==> src/rtl/alu5_pkg.sv <==
package alu5_pkg;
    typedef enum logic [2:0] {
        FN_AND  = 3'b000,
        FN_OR   = 3'b001,
        FN_ADD  = 3'b010,
        FN_SUB  = 3'b110,
        FN_LESS = 3'b111
    } alu_fn_e;

    localparam logic [1:0] SEL_AND  = 2'b00;
    localparam logic [1:0] SEL_OR   = 2'b01;
    localparam logic [1:0] SEL_SUM  = 2'b10;
    localparam logic [1:0] SEL_LESS = 2'b11;
endpackage

==> src/rtl/alu5_adder.sv <==
module alu5_adder #(
    parameter int WIDTH = 32
) (
    input  logic [WIDTH-1:0] a_i,
    input  logic [WIDTH-1:0] b_i,
    input  logic             sub_i,
    output logic [WIDTH-1:0] sum_o,
    output logic             less_o
);
    localparam int MSB = WIDTH - 1;

    logic [WIDTH-1:0] b_mod_d;
    logic [WIDTH:0]   sum_ext_d;
    logic             ovf_d;

    always_comb begin
        b_mod_d   = b_i ^ {WIDTH{sub_i}};
        sum_ext_d = {1'b0, a_i} + {1'b0, b_mod_d} + {{WIDTH{1'b0}}, sub_i};
        sum_o     = sum_ext_d[WIDTH-1:0];
        ovf_d     = (a_i[MSB] == b_mod_d[MSB]) && (sum_o[MSB] != a_i[MSB]);
        less_o    = sum_o[MSB] ^ ovf_d;
    end

    // Arithmetic identities checked against the operands
    always_comb begin
        if (!sub_i) begin
            assert_sum_inverse_R3: assert (sum_o - b_i == a_i)
                else $error("adder sum does not invert back to operand a");
        end else begin
            assert_diff_inverse_R4: assert (sum_o + b_i == a_i)
                else $error("adder difference does not invert back to operand a");
            assert_less_sign_R5: assert (less_o == ($signed(a_i) < $signed(b_i)))
                else $error("less flag disagrees with signed compare");
        end
    end
endmodule

==> src/rtl/alu5_logic.sv <==
module alu5_logic #(
    parameter int WIDTH = 32
) (
    input  logic [WIDTH-1:0] a_i,
    input  logic [WIDTH-1:0] b_i,
    output logic [WIDTH-1:0] and_o,
    output logic [WIDTH-1:0] or_o
);
    for (genvar i = 0; i < WIDTH; i++) begin : g_bit
        assign and_o[i] = a_i[i] & b_i[i];
        assign or_o[i]  = a_i[i] | b_i[i];
    end

    always_comb begin
        assert_and_subset_R1: assert ((and_o & ~a_i) == '0 && (and_o & ~b_i) == '0)
            else $error("AND output sets a bit absent from an operand");
        assert_or_superset_R2: assert ((a_i & ~or_o) == '0 && (b_i & ~or_o) == '0)
            else $error("OR output drops an operand bit");
    end
endmodule

==> src/rtl/alu5_select.sv <==
module alu5_select
    import alu5_pkg::*;
#(
    parameter int WIDTH = 32
) (
    input  logic [2:0]       fn_i,
    input  logic [WIDTH-1:0] and_i,
    input  logic [WIDTH-1:0] or_i,
    input  logic [WIDTH-1:0] sum_i,
    input  logic             less_i,
    output logic [WIDTH-1:0] result_o,
    output logic             zero_o
);
    logic       legal_d;
    logic [1:0] sel_d;

    always_comb begin
        legal_d = (fn_i == FN_AND) || (fn_i == FN_OR) || (fn_i == FN_ADD) ||
                  (fn_i == FN_SUB) || (fn_i == FN_LESS);
        sel_d   = legal_d ? fn_i[1:0] : SEL_AND;
        unique case (sel_d)
            SEL_AND:  result_o = and_i;
            SEL_OR:   result_o = or_i;
            SEL_SUM:  result_o = sum_i;
            SEL_LESS: result_o = {{(WIDTH-1){1'b0}}, less_i};
            default:  result_o = and_i;
        endcase
        zero_o = ~|result_o;
    end

    always_comb begin
        if (sel_d == SEL_LESS) begin
            assert_less_upper_R5: assert (result_o[WIDTH-1:1] == '0)
                else $error("less result has upper bits set");
        end
        if (!legal_d) begin
            assert_unused_and_R7: assert (result_o == and_i)
                else $error("unused code did not yield AND result");
        end
    end
endmodule

==> src/rtl/alu5_core.sv <==
module alu5_core #(
    parameter int WIDTH = 32
) (
    input  logic [WIDTH-1:0] opa_i,
    input  logic [WIDTH-1:0] opb_i,
    input  logic             sub_i,
    input  logic [1:0]       op_i,
    output logic [WIDTH-1:0] result_o,
    output logic             zero_o
);
    logic [WIDTH-1:0] and_w, or_w, sum_w;
    logic             less_w;

    alu5_logic #(.WIDTH(WIDTH)) u_logic (
        .a_i(opa_i), .b_i(opb_i), .and_o(and_w), .or_o(or_w)
    );

    alu5_adder #(.WIDTH(WIDTH)) u_adder (
        .a_i(opa_i), .b_i(opb_i), .sub_i(sub_i), .sum_o(sum_w), .less_o(less_w)
    );

    alu5_select #(.WIDTH(WIDTH)) u_select (
        .fn_i({sub_i, op_i}), .and_i(and_w), .or_i(or_w), .sum_i(sum_w),
        .less_i(less_w), .result_o(result_o), .zero_o(zero_o)
    );

    always_comb begin
        if ({sub_i, op_i} == 3'b110) begin
            assert_equal_zero_R6: assert ((opa_i == opb_i) == zero_o)
                else $error("zero flag disagrees with operand equality after subtract");
        end
    end
endmodule

==> config.mk <==
export PLATFORM = sky130hd
export DESIGN_NAME = alu5_core
export DESIGN_NICKNAME = d
export VERILOG_FILES = /design/src/rtl/alu5_pkg.sv /design/src/rtl/alu5_adder.sv /design/src/rtl/alu5_logic.sv /design/src/rtl/alu5_select.sv /design/src/rtl/alu5_core.sv
export SDC_FILE = /design/constraint.sdc
export NUM_CORES = 1
export LEC_CHECK = 0
export BUFFER_PORTS_ARGS = -buffer_cell sky130_fd_sc_hd__buf_2
export CORE_MARGIN = 5
export CORE_UTILIZATION = 48
export DETAILED_ROUTE_END_ITERATION = 6
export GPL_TIMING_DRIVEN = 0
export PLACE_DENSITY = 0.72
export SYNTH_ARGS = -nofsm -noshare
export SYNTH_HDL_FRONTEND = slang
export SYNTH_SLANG_ARGS = --single-unit
==> constraint.sdc <==
create_clock -name vclk -period 11
set_input_delay 0.55 -clock vclk [all_inputs]
set_output_delay 0.55 -clock vclk [all_outputs]
set_load 0.02 [all_outputs]
==> impl_metrics.csv <==
group,metric,value,unit
status,status,"finished, final reports clean",
synthesis,syn_area,0.00318,mm²
drt,wl_per_cell,17.0,µm
final_layout,final_common_cell,"buf_2",
global_routing,grt_usage,25.9,%
placed_design,dp_slack,5.58,ns
cts,postCtsSetupBuffers,0,
worst_setup_path,endpoint_kind,"output port",
worst_hold_path,hp-class,"primary input to output port",
final_layout,nClkBuffers,0,
global_routing,grt_max_degree,11,
worst_hold_path,hold_end,"result_o[25]",
worst_hold_path,hold-path-cell-count,4,
global_routing,grt_pass1_wl,18500,µm
timing,rsz0062_at_grt,"false",
synthesis,ys_seq_area_share,0,%
floorplan,coreArea,0.00639,mm²
floorplan,dieArea,0.00836,mm²
placed_design,numPortBuffers,99,
timing,fmax,182,MHz
timing,setup_violations,0,
floorplan,start_util,49.9,%
cts,hold_buffers,0,
synthesis,synthDistinctLibCells,60,
drt,num_vias,4178,
synthesis,syn_avg_cell_area,6.43,µm²
timing,tightest_slew,0.916,ns
final_layout,nFlopsAndLatches,0,
placed_design,dp.final_hpwl,9100,µm
floorplan,die_h,91.5,µm
worst_setup_path,path_cells,"buf_2 -> buf_1 -> xor2_1 -> fa_1 -> a21oi_1 -> o211ai_2 -> a21oi_1 -> o211ai_1 -> a221oi_1 -> xor2_1 -> o21ai_0 -> or3_1 -> nor4_1 -> and4_1 -> buf_2",
timing,finalHoldViolations,0,
worst_setup_path,crit_slowest_cell,"buf_1",
worst_setup_path,path_buf_inv,3,
final_layout,regArea,0,µm²
global_routing,antenna_found_initial,0,
final_layout,drive_above_1_share,20.7,%
power,p_leak,1.67,nW
placed_design,gp_congestion,0.974,
timing,slew_viol_final,0,
final_layout,fin_nets,697,
worst_setup_path,worstSetupPathType,"primary input to output port",
synthesis,yosysWarnings,0,
timing,max-slew-margin-rel,38.9,%
timing,worst_slack,5.52,ns
worst_setup_path,critPathTopFamily,"compound AO/OA/AOI/OAI gates",
drt,dr.pass1.iters,5,
timing,finalCriticalPeriod,5.48,ns
worst_setup_path,cp_max_fo,10,
drt,drt-total-wl,11400,µm
worst_hold_path,hp-start,"opb_i[25]",
timing,fin_setup_tns,0,ns
drt,viasPerCell,6.23,
worst_setup_path,critPathLaunchType,"primary input",
power,p_per_area,78.4,mW/mm²
cts,cts.repair.resized,0,
final_layout,final_cell_mix,"106 x buf_2, 67 x a21oi_1, 63 x o21ai_0, 55 x nand2_1, 38 x xor2_1",
flow_run,cap_violations,0,
drt,drc_errors,0,
floorplan,die_w,91.5,µm
final_layout,area_growth,18.6,%
synthesis,yosys.area.top_type_share,13.0,%
final_layout,diodes,0,
worst_setup_path,worstPathRequired,10.45,ns
floorplan,rows,29,
worst_setup_path,critPathArrivalTime,4.93,ns
global_routing,gr-total-overflow,0,
final_layout,fill_cells,655,
global_routing,grt_pass1_vias,3844,
drt,ant_nets,0,
synthesis,ys_top_cells_by_area,"ha_1 13%, a21oi_1 11%, xor2_1 10%",
worst_setup_path,slowest_delay,0.70,ns
synthesis,synth_area_leader_cell,"ha_1",
power,irDropWorstVdd,0.0402,mV
synthesis,synthCells,495,
drt,drt-initial-drc-count,290,
synthesis,synth_fp_nets,596,
timing,finalCritPeriodShare,49.9,%
floorplan,pin_count,100,
[power by group]
part / internal, mW / leakage [nW] / total (mW) / switching, mW
Clock: 0 / 0 / 0 / 0
Sequential: 0 / 0 / 0 / 0
Combinational: 0.114 / 1.67 / 0.296 / 0.182
Total: 0.114 / 1.67 / 0.296 / 0.182
[synth_stat cells (2+ instances only)]
library cell / count
a211oi_1: 3
a21boi_0: 2
a21o_1: 7
a21oi_1: 67
a21oi_2: 2
a221oi_1: 3
a22oi_1: 3
a31oi_1: 21
and3_1: 5
buf_1: 4
buf_2: 7
clkbuf_1: 19
ha_1: 33
inv_1: 12
maj3_1: 3
mux2i_1: 2
nand2_1: 55
nand2b_1: 4
nand3_1: 15
nand3b_1: 2
nand4_1: 9
nor2_1: 24
nor2b_1: 7
nor3_1: 5
nor4_1: 5
o211ai_1: 6
o21a_1: 5
o21ai_0: 63
o21bai_1: 4
o221ai_1: 2
o22a_1: 2
o22ai_1: 2
o22ai_2: 2
or3_1: 7
xnor2_1: 21
xor2_1: 38
[how the worst max path moves through the flow]
stage          start  endpoint  slack (ns)  cells after the start
2_1_floorplan  sub_i    zero_o        6.20                     14
3_3_place_gp   sub_i    zero_o        5.57                     15
3_5_place_dp   sub_i    zero_o        5.58                     15
4_1_cts        sub_i    zero_o        5.57                     15
5_1_grt        sub_i    zero_o        5.30                     15
6_report       sub_i    zero_o        5.52                     15
[cells by family (layout without fill, tap and decap cells)]
| logic type | count (synthesis) | after routing | share of synthesized area (%) |
|---|---|---|---|
| xor gates and xnor gates | 59 | 59 | 16.2 |
| buffers and inverters | 43 | 142 | 5.46 |
| muxes | 3 | 3 | 0.982 |
| AOI/OAI and AO/OA | 209 | 209 | 40.9 |
| adders and majority gates | 37 | 37 | 14.5 |
| and+or+nand+nor | 144 | 144 | 21.9 |
[area by class of cell]
| cell class | instances | area, µm² | share of cell area (%) |
|---|---|---|---|
| plain buffers | 31 | 129 | 3.41 |
| inverters | 12 | 45.0 | 1.19 |
| repair buffers | 99 | 495 | 13.1 |
| well taps | 77 | 96.3 | 2.55 |
| multi-input cells | 452 | 3010 | 79.7 |
[through the flow]
step / instances / hold WS (ns) / power (mW) / utilization, % / area, µm²
global placement: 671 / 1.50 / 0.286 / 59.1 / 3780
global route: 671 / 1.55 / 0.325 / 59.1 / 3780
detailed placement: 671 / 1.50 / 0.290 / 59.1 / 3780
finish: 671 / 1.51 / 0.296 / 59.1 / 3780
CTS: 671 / 1.50 / 0.292 / 59.1 / 3780
floorplan: 495 / 1.32 / 0.208 / - / 3180
[routing by layer]
metal	global-route usage, %	wire length (µm)	vias to the layer above
met5	0	0	-
met4	3.91	126	0
met3	2.89	979	12
met2	43.3	5180	186
met1	36.3	5130	1942
li1	-	-	2038
[tightest hold or removal path, cell delays in order]
cell and delay (ns):
buf_2 0.10, a31oi_1 0.09, nand2_1 0.07, buf_2 0.15
(Power assumes the default switching activity.)
